--- src/rtl/gwc_pkg.sv ---
package gwc_pkg;
  typedef enum logic [1:0] {
    TX_SETUP     = 2'd0,
    TX_TEARDOWN  = 2'd1,
    TX_TERMINATE = 2'd2,
    TX_ACK       = 2'd3
  } tx_kind_e;

  typedef enum logic [1:0] {
    RX_READY     = 2'd0,
    RX_BLOCKED   = 2'd1,
    RX_TERMINATE = 2'd2,
    RX_DONE      = 2'd3
  } rx_kind_e;

  typedef enum logic [2:0] {
    ST_IDLE,
    ST_WAIT,
    ST_XMIT,
    ST_DRAIN,
    ST_BACKOFF
  } state_e;
endpackage

--- src/rtl/gwc_lfsr.sv ---
module gwc_lfsr #(
  parameter int           W    = 16,
  parameter logic [W-1:0] TAPS = 16'hB400,
  parameter logic [W-1:0] SEED = 16'hACE1
) (
  input  logic         clk,
  input  logic         rst_n,
  output logic [W-1:0] value
);
  logic [W-1:0] q, q_n;

  always_comb begin
    q_n = {1'b0, q[W-1:1]} ^ (q[0] ? TAPS : '0);
  end

  always_ff @(posedge clk or negedge rst_n) begin
    if (!rst_n) q <= SEED;
    else        q <= q_n;
  end

  assign value = q;
endmodule

--- src/rtl/gwc_down_counter.sv ---
module gwc_down_counter #(
  parameter int W = 6
) (
  input  logic         clk,
  input  logic         rst_n,
  input  logic         load,
  input  logic [W-1:0] load_val,
  input  logic         cnt_en,
  output logic         zero
);
  logic [W-1:0] q, q_n;

  always_comb begin
    q_n = q;
    if (load)                q_n = load_val;
    else if (cnt_en && q != '0) q_n = q - 1'b1;
  end

  always_ff @(posedge clk or negedge rst_n) begin
    if (!rst_n) q <= '0;
    else        q <= q_n;
  end

  assign zero = (q == '0);
endmodule

--- src/rtl/gwc_ack_slot.sv ---
module gwc_ack_slot #(
  parameter int DW = 4
) (
  input  logic          clk,
  input  logic          rst_n,
  input  logic          set,
  input  logic [DW-1:0] set_dest,
  input  logic          grant,
  output logic          pending,
  output logic [DW-1:0] dest
);
  logic          pend_q, pend_n;
  logic [DW-1:0] dest_q;

  always_comb begin
    pend_n = (pend_q && !grant) || set;
  end

  always_ff @(posedge clk or negedge rst_n) begin
    if (!rst_n) begin
      pend_q <= 1'b0;
      dest_q <= '0;
    end else begin
      pend_q <= pend_n;
      if (set) dest_q <= set_dest;
    end
  end

  assign pending = pend_q;
  assign dest    = dest_q;

  // the sender only grants an acknowledgement that is actually waiting
  assert_grant_pending_R10: assert property (@(posedge clk) disable iff (!rst_n)
    grant |-> pend_q);
endmodule

--- src/rtl/gwc_path_ctrl.sv ---
module gwc_path_ctrl
  import gwc_pkg::*;
#(
  parameter int  DEST_W     = 4,
  parameter int  NLANES     = 3,
  parameter int  TIMEOUT    = 40,
  parameter int  ASSUME_CYC = 12,
  parameter int  MSG_CYC    = 10,
  parameter int  BO_W       = 3,
  parameter bit  ACK_EN     = 1'b1,
  localparam int LANE_W     = (NLANES > 1) ? $clog2(NLANES) : 1
) (
  input  logic                clk,
  input  logic                rst_n,
  input  logic                req_valid,
  input  logic [DEST_W-1:0]   req_dest,
  output logic                req_ready,
  input  logic                mode_fixed_wait,
  input  logic                ctl_rx_valid,
  input  logic [1:0]          ctl_rx_kind,
  input  logic [DEST_W-1:0]   ctl_rx_src,
  output logic                ctl_tx_valid,
  output logic [1:0]          ctl_tx_kind,
  output logic [DEST_W-1:0]   ctl_tx_dest,
  output logic [2*LANE_W-1:0] ctl_tx_route,
  output logic                data_tx_en
);
  localparam int M1   = (TIMEOUT > ASSUME_CYC) ? TIMEOUT : ASSUME_CYC;
  localparam int M2   = (MSG_CYC > (1 << BO_W)) ? MSG_CYC : (1 << BO_W);
  localparam int MAXV = (M1 > M2) ? M1 : M2;
  localparam int CW   = $clog2(MAXV + 1);
  localparam int RW   = 16;

  state_e              state_q, state_n;
  logic [DEST_W-1:0]   dest_q, dest_n;
  logic                fixed_q, fixed_n;
  logic                cnt_ld, cnt_en, cnt_zero;
  logic [CW-1:0]       cnt_val;
  logic                fsm_tx_v;
  tx_kind_e            fsm_tx_kind;
  logic [RW-1:0]       rnd;
  logic [LANE_W-1:0]   inj_lane, ej_lane;
  logic [CW-1:0]       bo_val;
  logic                rx_ready, rx_blocked, rx_done;
  logic                ack_pending, ack_grant;
  logic [DEST_W-1:0]   ack_dest;
  logic                tx_valid_n, tx_valid_q;
  tx_kind_e            tx_kind_n, tx_kind_q;
  logic [DEST_W-1:0]   tx_dest_n, tx_dest_q;
  logic [2*LANE_W-1:0] tx_route_n, tx_route_q;

  gwc_lfsr #(.W(RW)) u_rnd (.clk(clk), .rst_n(rst_n), .value(rnd));

  gwc_down_counter #(.W(CW)) u_cnt (
    .clk(clk), .rst_n(rst_n), .load(cnt_ld), .load_val(cnt_val),
    .cnt_en(cnt_en), .zero(cnt_zero));

  assign inj_lane = LANE_W'(rnd[7:0] % NLANES);
  assign ej_lane  = LANE_W'(rnd[15:8] % NLANES);
  assign bo_val   = CW'(rnd[BO_W+3:4]);

  assign rx_ready   = ctl_rx_valid && (ctl_rx_kind == RX_READY);
  assign rx_blocked = ctl_rx_valid && (ctl_rx_kind == RX_BLOCKED);
  assign rx_done    = ctl_rx_valid && (ctl_rx_kind == RX_DONE);

  // Path wait length depends on the wait mode captured with the request
  function automatic logic [CW-1:0] wait_len(input logic fixed);
    return fixed ? CW'(ASSUME_CYC - 1) : CW'(TIMEOUT - 1);
  endfunction

  always_comb begin
    state_n     = state_q;
    dest_n      = dest_q;
    fixed_n     = fixed_q;
    cnt_ld      = 1'b0;
    cnt_val     = '0;
    cnt_en      = 1'b0;
    fsm_tx_v    = 1'b0;
    fsm_tx_kind = TX_SETUP;
    unique case (state_q)
      ST_IDLE: if (req_valid) begin
        dest_n   = req_dest;
        fixed_n  = mode_fixed_wait;
        cnt_ld   = 1'b1;
        cnt_val  = wait_len(mode_fixed_wait);
        fsm_tx_v = 1'b1;
        state_n  = ST_WAIT;
      end
      ST_WAIT: begin
        cnt_en = 1'b1;
        if (rx_blocked) begin
          cnt_ld = 1'b1; cnt_val = bo_val; state_n = ST_BACKOFF;
        end else if ((rx_ready && !fixed_q) || (cnt_zero && fixed_q)) begin
          cnt_ld = 1'b1; cnt_val = CW'(MSG_CYC - 1); state_n = ST_XMIT;
        end else if (cnt_zero) begin
          fsm_tx_v = 1'b1; fsm_tx_kind = TX_TERMINATE; state_n = ST_DRAIN;
        end
      end
      ST_XMIT: begin
        cnt_en = 1'b1;
        if (cnt_zero) begin
          fsm_tx_v = 1'b1; fsm_tx_kind = TX_TEARDOWN; state_n = ST_IDLE;
        end
      end
      ST_DRAIN: begin
        if (rx_blocked) begin
          cnt_ld = 1'b1; cnt_val = bo_val; state_n = ST_BACKOFF;
        end else if (rx_ready) begin
          cnt_ld = 1'b1; cnt_val = CW'(MSG_CYC - 1); state_n = ST_XMIT;
        end
      end
      ST_BACKOFF: begin
        cnt_en = 1'b1;
        if (cnt_zero) begin
          cnt_ld = 1'b1; cnt_val = wait_len(fixed_q);
          fsm_tx_v = 1'b1; state_n = ST_WAIT;
        end
      end
      default: state_n = ST_IDLE;
    endcase
  end

  generate
    if (ACK_EN) begin : g_ack
      gwc_ack_slot #(.DW(DEST_W)) u_ack (
        .clk(clk), .rst_n(rst_n), .set(rx_done), .set_dest(ctl_rx_src),
        .grant(ack_grant), .pending(ack_pending), .dest(ack_dest));
    end else begin : g_no_ack
      assign ack_pending = 1'b0;
      assign ack_dest    = '0;
    end
  endgenerate

  // Own packets win the output; an acknowledgement takes the next free slot
  always_comb begin
    ack_grant  = ack_pending && !fsm_tx_v;
    tx_valid_n = fsm_tx_v || ack_grant;
    tx_kind_n  = fsm_tx_v ? fsm_tx_kind : TX_ACK;
    tx_dest_n  = fsm_tx_v ? dest_n : ack_dest;
    tx_route_n = (fsm_tx_v && fsm_tx_kind == TX_SETUP) ? {inj_lane, ej_lane} : '0;
  end

  always_ff @(posedge clk or negedge rst_n) begin
    if (!rst_n) begin
      state_q    <= ST_IDLE;
      dest_q     <= '0;
      fixed_q    <= 1'b0;
      tx_valid_q <= 1'b0;
      tx_kind_q  <= TX_SETUP;
      tx_dest_q  <= '0;
      tx_route_q <= '0;
    end else begin
      state_q    <= state_n;
      dest_q     <= dest_n;
      fixed_q    <= fixed_n;
      tx_valid_q <= tx_valid_n;
      if (tx_valid_n) begin
        tx_kind_q  <= tx_kind_n;
        tx_dest_q  <= tx_dest_n;
        tx_route_q <= tx_route_n;
      end
    end
  end

  assign req_ready    = (state_q == ST_IDLE);
  assign data_tx_en   = (state_q == ST_XMIT);
  assign ctl_tx_valid = tx_valid_q;
  assign ctl_tx_kind  = tx_kind_q;
  assign ctl_tx_dest  = tx_dest_q;
  assign ctl_tx_route = tx_route_q;

  assert_setup_after_accept_R1: assert property (@(posedge clk) disable iff (!rst_n)
    (req_valid && req_ready) |=>
      (ctl_tx_valid && ctl_tx_kind == TX_SETUP && ctl_tx_dest == $past(req_dest)));

  assert_lane_range_R2: assert property (@(posedge clk) disable iff (!rst_n)
    (ctl_tx_valid && ctl_tx_kind == TX_SETUP) |->
      (ctl_tx_route[2*LANE_W-1:LANE_W] < NLANES && ctl_tx_route[LANE_W-1:0] < NLANES));

  assert_teardown_at_end_R5: assert property (@(posedge clk) disable iff (!rst_n)
    $fell(data_tx_en) |-> (ctl_tx_valid && ctl_tx_kind == TX_TEARDOWN && req_ready));

  assert_ack_sent_R10: assert property (@(posedge clk) disable iff (!rst_n)
    (ack_pending && !fsm_tx_v) |=> (ctl_tx_valid && ctl_tx_kind == TX_ACK));
endmodule

--- config.mk ---
export PLATFORM = sky130hd
export DESIGN_NAME = gwc_path_ctrl
export DESIGN_NICKNAME = d
export VERILOG_FILES = /design/src/rtl/gwc_pkg.sv /design/src/rtl/gwc_lfsr.sv /design/src/rtl/gwc_down_counter.sv /design/src/rtl/gwc_ack_slot.sv /design/src/rtl/gwc_path_ctrl.sv
export SDC_FILE = /design/constraint.sdc
export NUM_CORES = 1
export LEC_CHECK = 0
export BUFFER_PORTS_ARGS = -buffer_cell sky130_fd_sc_hd__buf_2
export CAP_MARGIN = 20
export CORE_MARGIN = 4
export CORE_UTILIZATION = 40
export DETAILED_ROUTE_END_ITERATION = 10
export HOLD_SLACK_MARGIN = 0.15
export SLEW_MARGIN = 20
export SYNTH_ARGS = -nofsm -noshare
export SYNTH_HDL_FRONTEND = slang
export SYNTH_HIERARCHICAL = 1
export SYNTH_SLANG_ARGS = --single-unit
--- constraint.sdc ---
create_clock -name clk -period 8.8 [get_ports clk]
set_input_delay 0.44 -clock clk [delete_from_list [all_inputs] [get_ports clk]]
set_output_delay 0.44 -clock clk [all_outputs]
set_load 0.02 [all_outputs]
## After elaboration in Yosys (flattened, before gate mapping)

Cells that the tools add are included.

| storage, ports and cells | value |
|---|---|
| logic and storage cells | 93 |
| input port bits | 15 |
| register bits after elaboration | 46 |
| output and inout bits | 13 |

| operators by class | value |
|---|---|
| bitwise operators | 1 |
| add/sub/neg operators | 1 |
| reductions and logical operators | 25 |
| muxes and demuxes | 42 |
| equal/unequal tests | 11 |
| divide/modulo/power cells | 2 |

Operator list:

| kind | number |
|---|---|
| remainder unit 8 x 2 -> 32 bit (second input constant) | 2 |
| 2-to-1 mux 6 bit | 6 |
| 2-to-1 mux 4 bit | 8 |
| 2-to-1 mux 3 bit | 8 |
| case mux 6 bit (4 select lines) | 1 |
| 2-to-1 mux 16 bit | 1 |
| XOR 15 x 16 -> 16 bit | 1 |
| case mux 3 bit (5 select lines) | 1 |
| 2-to-1 mux 1 bit | 10 |
| logical AND 1 bit | 9 |
| 2-to-1 mux 2 bit | 4 |
| == test 3 x 2 -> 1 bit (second input constant) | 2 |
| zero test 6 bit | 1 |
| nonzero test 6 bit | 1 |
| subtractor 6 x 1 -> 6 bit (second input constant) | 1 |
| AND reduction 5 bit | 1 |
| zero test 2 bit | 2 |
| != test 2 bit (second input constant) | 2 |
| != test 4 bit (second input constant) | 1 |
| case mux 1 bit (4 select lines) | 1 |
| case mux 2 bit (2 select lines) | 1 |
| == test 3 x 1 -> 1 bit (second input constant) | 1 |
| == test 3 bit (second input constant) | 1 |
| zero test 1 bit | 3 |
| 11 further kinds | 13 |

## Logic depth before layout (Yosys ltp)

| logic depth | value |
|---|---|
| word-level depth | 12 |
| depth in mapped cells | 22 |
| depth with buffers taken out | 18 |

## By module

The synthesis kept the hierarchy.

Modules (own cells, without submodules):

| module | cells each | area each (um^2) | times used |
|---|---|---|---|
| gwc_path_ctrl | 285 | 2280.9 | 1 |
| gwc_lfsr | 32 | 534.3 | 1 |
| gwc_down_counter | 44 | 395.4 | 1 |
| gwc_ack_slot | 11 | 182.7 | 1 |

## Worst setup path before layout

No wires, ideal clock.

| path | value |
|---|---|
| path kind | flip-flop to flip-flop |
| start | register u_rnd.q[6], in the netlist u_rnd/value[6] |
| end | register tx_route_q[3], in the netlist ctl_tx_route[3] |
| data required time | 8.678 ns |
| cell stages (with the launch flop) | 21 |
| path slack | 4.630 ns |
| arrival | 4.049 ns |
| setup time | 0.122 ns |
| cell sequence | dfstp_2 -> buf_4 -> buf_4 -> clkbuf_1 -> ha_1 -> nand3b_1 -> a32oi_2 -> o21ai_0 -> a221oi_4 -> nand3_1 -> o21ai_0 -> ha_1 -> nor2_1 -> o211ai_1 -> a311o_1 -> o21ai_0 -> ha_1 -> a2111oi_0 -> o21a_1 -> o2111ai_1 -> a32o_1 |

| on the way | value |
|---|---|
| longest elaborated chain between the ends | 2 |

RTL lines:

| what | RTL line | text |
|---|---|---|
| start: declaration | gwc_lfsr.sv:10 | `logic [W-1:0] q, q_n;` |
| start signal: assignment | gwc_lfsr.sv:18 | `else q <= q_n;` |
| remainder unit 8 x 2 -> 32 bit | gwc_path_ctrl.sv:58 | `assign inj_lane = LANE_W'(rnd[7:0] % NLANES);` |
| 2-to-1 mux 4 bit | gwc_path_ctrl.sv:140 | `tx_route_n = (fsm_tx_v && fsm_tx_kind == TX_SETUP) ? {inj_lane, ej_lane} : '0;` |
| end signal: assignment | gwc_path_ctrl.sv:160 | `tx_route_q <= tx_route_n;` |
| end: declaration | gwc_path_ctrl.sv:50 | `logic [2*LANE_W-1:0] tx_route_n, tx_route_q;` |

No other way between the ends.
A chain may end at the register's enable or synchronous reset.

## Final worst setup path

| path | value |
|---|---|
| start | register u_rnd.q[7], in the netlist u_rnd/value[7] |
| end | register tx_route_q[3], in the netlist ctl_tx_route[3] |

Same word-level chain as after synthesis.

==> impl_summary.md <==
Die
Measured along the x axis, the die boundary spans 100 um. The floorplan core area is 8220 sq um. In this run the vertical extent of the chip is 100 um.

The floorplan has 33 rows. The number of top-level pins is 28. The area of the die is between 10000 and 15000 sq um.

The starting utilization of the core area is between 40% and 50%.

CTS
The maximum level of the CTS H-tree is 2. Clock-pin slew was measured on the worst setup and hold paths at 0.09 ns. In this run, post-CTS repair resized a total of 0 instances. The number of buffers inserted during clock tree synthesis is 5. The tree is rooted in a sky130_fd_sc_hd__clkbuf_8. The number of buffers inserted by post-CTS setup repair is 0. Clock latency on the worst-skew pair, taken at its later pin, is 0.30 ns. The clock sink count is 46. After clock tree synthesis, the flow added hold-fix buffers numbering 0. The TritonCTS clock tree is done. The maximum clock path buffer count is 2.

Final layout
From synthesis to final layout, the design area changed by 5.60%. The final design instance area without fill is 3580 sq um. The total number of nets in the final design is 395. The count of antenna diodes in the layout is 0. The number of non-filler instances in the completed layout is around 480. The share of layout cells above drive strength 1 is 22.3%.

Drt
In this run the top signal layer used is met4. The routed metal-1 wire length is 3230 um. Dividing the detail-routed wire length by the instance count gives 15.0 um. The count of nets left with antenna violations once routing finished came out at 0. For this run, design rule violations remaining after detail routing come to 0. The first-pass iteration count of the detailed router is 4.

After detailed routing, the total wire length is 7190 um. Using the TritonRoute via totals, the vias-per-cell ratio works out to 5.85. Detailed routing placed a total of 3540 um of wire on met2. Detailed routing placed a total of 356 um of wire on met3.

The final route contains 2795 vias. In this run, the number of DRC markers left after iteration 0 of detailed routing was about 150.

Yosys
Summing the areas of all and, or, nand and nor instances in the mapped netlist gives 21.0% of the synthesized area. Synthesis produced a netlist with a net count of 395. The cell count after synthesis came out at 372.

The multiplexer share of the synthesized area is 7.19%. The number of enable flip-flop cells after synthesis is 0. The count of synthesis-stage warnings from yosys is 6. The number of flip-flops and latches in the synthesized netlist is 46. For this run, the register share of the synthesized area comes to approximately a third. The dominant register cell in the synthesized netlist is sky130_fd_sc_hd__dfrtp_1. The proportion of register bits with asynchronous set or reset after synthesis is 100%.

The number of distinct library cells after synthesis is 83. A synthesized cell averages 9.12 sq um. The cell area after synthesis is 3390 sq um.

By area, the combinational part of the netlist is dominated by compound AO/OA/AOI/OAI gates. The parity-gate share of the synthesized area counting xor and xnor cells is 2.84%. The adder and majority cell fraction of the synthesized area is under 10%. The synthesized netlist devotes 23.7% of its cell area to compound gates.

STA
Once routing completed, OpenROAD measured the worst setup slack at approximately 4.2 ns. The worst clock skew on the final layout is 0.0100 ns. The routed design could run at a clock period as short as 4.64 ns. For the pin with the worst max-slew slack, the measured transition is 0.916 ns.

Setup repair after global routing left no endpoint under its margin. Static timing analysis puts the maximum clock frequency at 216 MHz. Setup violations remaining at the end of the flow were counted as 0.

After layout, the worst path uses a little over half of the clock period. Summed over all failing endpoints, the final setup total negative slack is 0 ns. The count of pins over their slew limit is 0. The worst pin sits at a relative slew slack of a little under two fifths. The hold violation count in the final report is 0.

Place
After detailed placement, the design holds a cell count of between 400 and 500. The post-DP HPWL is 5240 um. Before CTS, the worst setup slack after placement is 4.23 ns. The number of buffers inserted by port buffering is 27. The cell area after placement is 3470 sq um. The final weighted congestion in routability-driven placement is 0.889.

Setup path
The worst setup slack for register-to-register paths is 4.16 ns. The critical path launch point type is a register. The worst setup path is captured at a register. For the worst setup path, the data arrival time is just under 5 ns. The endpoint required time on the critical path is 8.99 ns.

The critical path is of the register to register type. Along the worst path, the maximum fanout reaches 15.

Power and ir drop
The cell leakage power is 1.49 nW. In this run the power density over the cells is 213 nW/um^2. The worst-case IR drop observed on VDD is 0.000137 V.

The completed layout was analyzed and its total power is 0.764 mW.

Global route
The via count of the first global-routing pass is 2721. The initial antenna violation count was 0. The first-pass GRT wire length is between 10000 and 15000 um. Entering global routing, the biggest net connects 47 pins.

The total overflow left after global routing is 0. Global routing used 15.1% of the available tracks across all layers.

Status
The run finished with clean final reports.

Hold path
In this run the worst hold path is classified as input port to async pin.

Job
The tool flagged a number of max-cap violations equal to 0.
-- registers in the layout, summed over array words and instances, names as in the netlist --
signal and count:
ctl_tx_route 4, state_q 3, u_rnd/value 16, dest_q 4, g_ack.u_ack/pending 1, u_cnt/q 6
fixed_q 1, g_ack.u_ack/dest 4, ctl_tx_valid 1, ctl_tx_kind 2, ctl_tx_dest 4
-- metal layers --
metal	up-vias	global-route usage, %
li1	1374	-
met1	1339	20.0
met2	75	25.9
met3	7	2.43
met4	0	3.83
met5	-	0
-- path summary, 6_finish.rpt --
check	from	endpoint	depth (start not counted)
max	u_rnd/value[7]	ctl_tx_route[3]	17
min	rst_n	ctl_tx_valid	2
max reg2reg	u_rnd/value[7]	ctl_tx_route[3]	17
min reg2reg	u_rnd/value[0]	u_rnd/value[15]	0
max in group asynchronous	rst_n	u_rnd/value[0]	2
min in group clk	ctl_rx_src[3]	g_ack.u_ack/dest[3]	2
-- Yosys cell counts, types with 4 or more instances --
master | count | area, sq um
sky130_fd_sc_hd__and3_1 | 5 | 31.3
sky130_fd_sc_hd__nand3_1 | 11 | 55.1
sky130_fd_sc_hd__o21ai_0 | 19 | 95.1
sky130_fd_sc_hd__buf_4 | 16 | 120
sky130_fd_sc_hd__dfrtp_1 | 38 | 951
sky130_fd_sc_hd__or4_1 | 4 | 30.0
sky130_fd_sc_hd__o2111ai_1 | 4 | 35.0
sky130_fd_sc_hd__xor2_1 | 5 | 43.8
sky130_fd_sc_hd__nand2_1 | 25 | 93.8
sky130_fd_sc_hd__clkbuf_1 | 11 | 41.3
sky130_fd_sc_hd__a21oi_1 | 14 | 70.1
sky130_fd_sc_hd__nor3_1 | 7 | 35.0
sky130_fd_sc_hd__a31oi_1 | 4 | 25.0
sky130_fd_sc_hd__nand3b_1 | 4 | 30.0
sky130_fd_sc_hd__o211ai_1 | 7 | 52.6
sky130_fd_sc_hd__inv_1 | 18 | 67.6
sky130_fd_sc_hd__or3_1 | 4 | 25.0
sky130_fd_sc_hd__dfstp_2 | 8 | 210
sky130_fd_sc_hd__nand2b_1 | 4 | 25.0
sky130_fd_sc_hd__buf_2 | 7 | 35.0
sky130_fd_sc_hd__mux2_2 | 17 | 191
sky130_fd_sc_hd__nor4_1 | 4 | 25.0
sky130_fd_sc_hd__xnor2_1 | 6 | 52.6
sky130_fd_sc_hd__nor2_1 | 28 | 105
sky130_fd_sc_hd__ha_1 | 8 | 100
-- placed cells by master, fill, tap and decap left out, types with 11 or more instances in the layout --
cell	netlist	final
sky130_fd_sc_hd__a21oi_1	14	14
sky130_fd_sc_hd__buf_2	7	27
sky130_fd_sc_hd__dfrtp_1	38	38
sky130_fd_sc_hd__inv_1	18	18
sky130_fd_sc_hd__mux2_2	17	17
sky130_fd_sc_hd__nand2_1	25	25
sky130_fd_sc_hd__nand3_1	11	11
sky130_fd_sc_hd__nor2_1	28	28
sky130_fd_sc_hd__o21ai_0	19	19
-- area by class of cell --
type                            instances  area [sq um]
Tap cell                              105           131
Clock buffer                            5          68.8
Clock inverter                          3          47.5
Multi-Input combinational cell        272          1960
Inverter                               19          71.3
Timing Repair Buffer                   28           143
Fill cell                             798          4630
Sequential cell                        46          1160
-- cells by family after synthesis --
family | count (synthesis)
other cells | 1
xor+xnor | 11
mux | 21
buf+inv | 54
compound gates | 103
flops | 46
simple gates | 128
fa+ha+maj | 8
-- worst max-delay path: stages (launching register included) --
cell and delay (ns):
sky130_fd_sc_hd__dfstp_2 0.70, sky130_fd_sc_hd__ha_1 0.31, sky130_fd_sc_hd__nor4bb_1 0.29, sky130_fd_sc_hd__o21ai_0 0.15, sky130_fd_sc_hd__a21oi_2 0.31, sky130_fd_sc_hd__or2_0 0.39
sky130_fd_sc_hd__a221oi_4 0.14, sky130_fd_sc_hd__o21ai_0 0.21, sky130_fd_sc_hd__ha_1 0.31, sky130_fd_sc_hd__nor2_1 0.11, sky130_fd_sc_hd__o211ai_1 0.11, sky130_fd_sc_hd__a311o_1 0.18
sky130_fd_sc_hd__o21ai_0 0.10, sky130_fd_sc_hd__ha_1 0.19, sky130_fd_sc_hd__a2111oi_0 0.35, sky130_fd_sc_hd__o21a_1 0.25, sky130_fd_sc_hd__o2111ai_1 0.14, sky130_fd_sc_hd__a32o_1 0.29
-- stage by stage --
stage | utilization (%) | hold slack, ns
global route | 43.6 | 0.256
floorplan | - | 0.144
detailed placement | 42.2 | 0.419
global placement | 42.2 | 0.418
CTS | 43.6 | 0.228
finish | 43.6 | 0.201
-- report_power, final --
| group | internal (mW) | switching (mW) | total, mW |
|---|---|---|---|
| clock network | 0.0867 | 0.0780 | 0.165 |
| logic | 0.128 | 0.162 | 0.290 |
| registers | 0.265 | 0.0437 | 0.309 |
No activity file was read; power rests on OpenSTA's default activity.
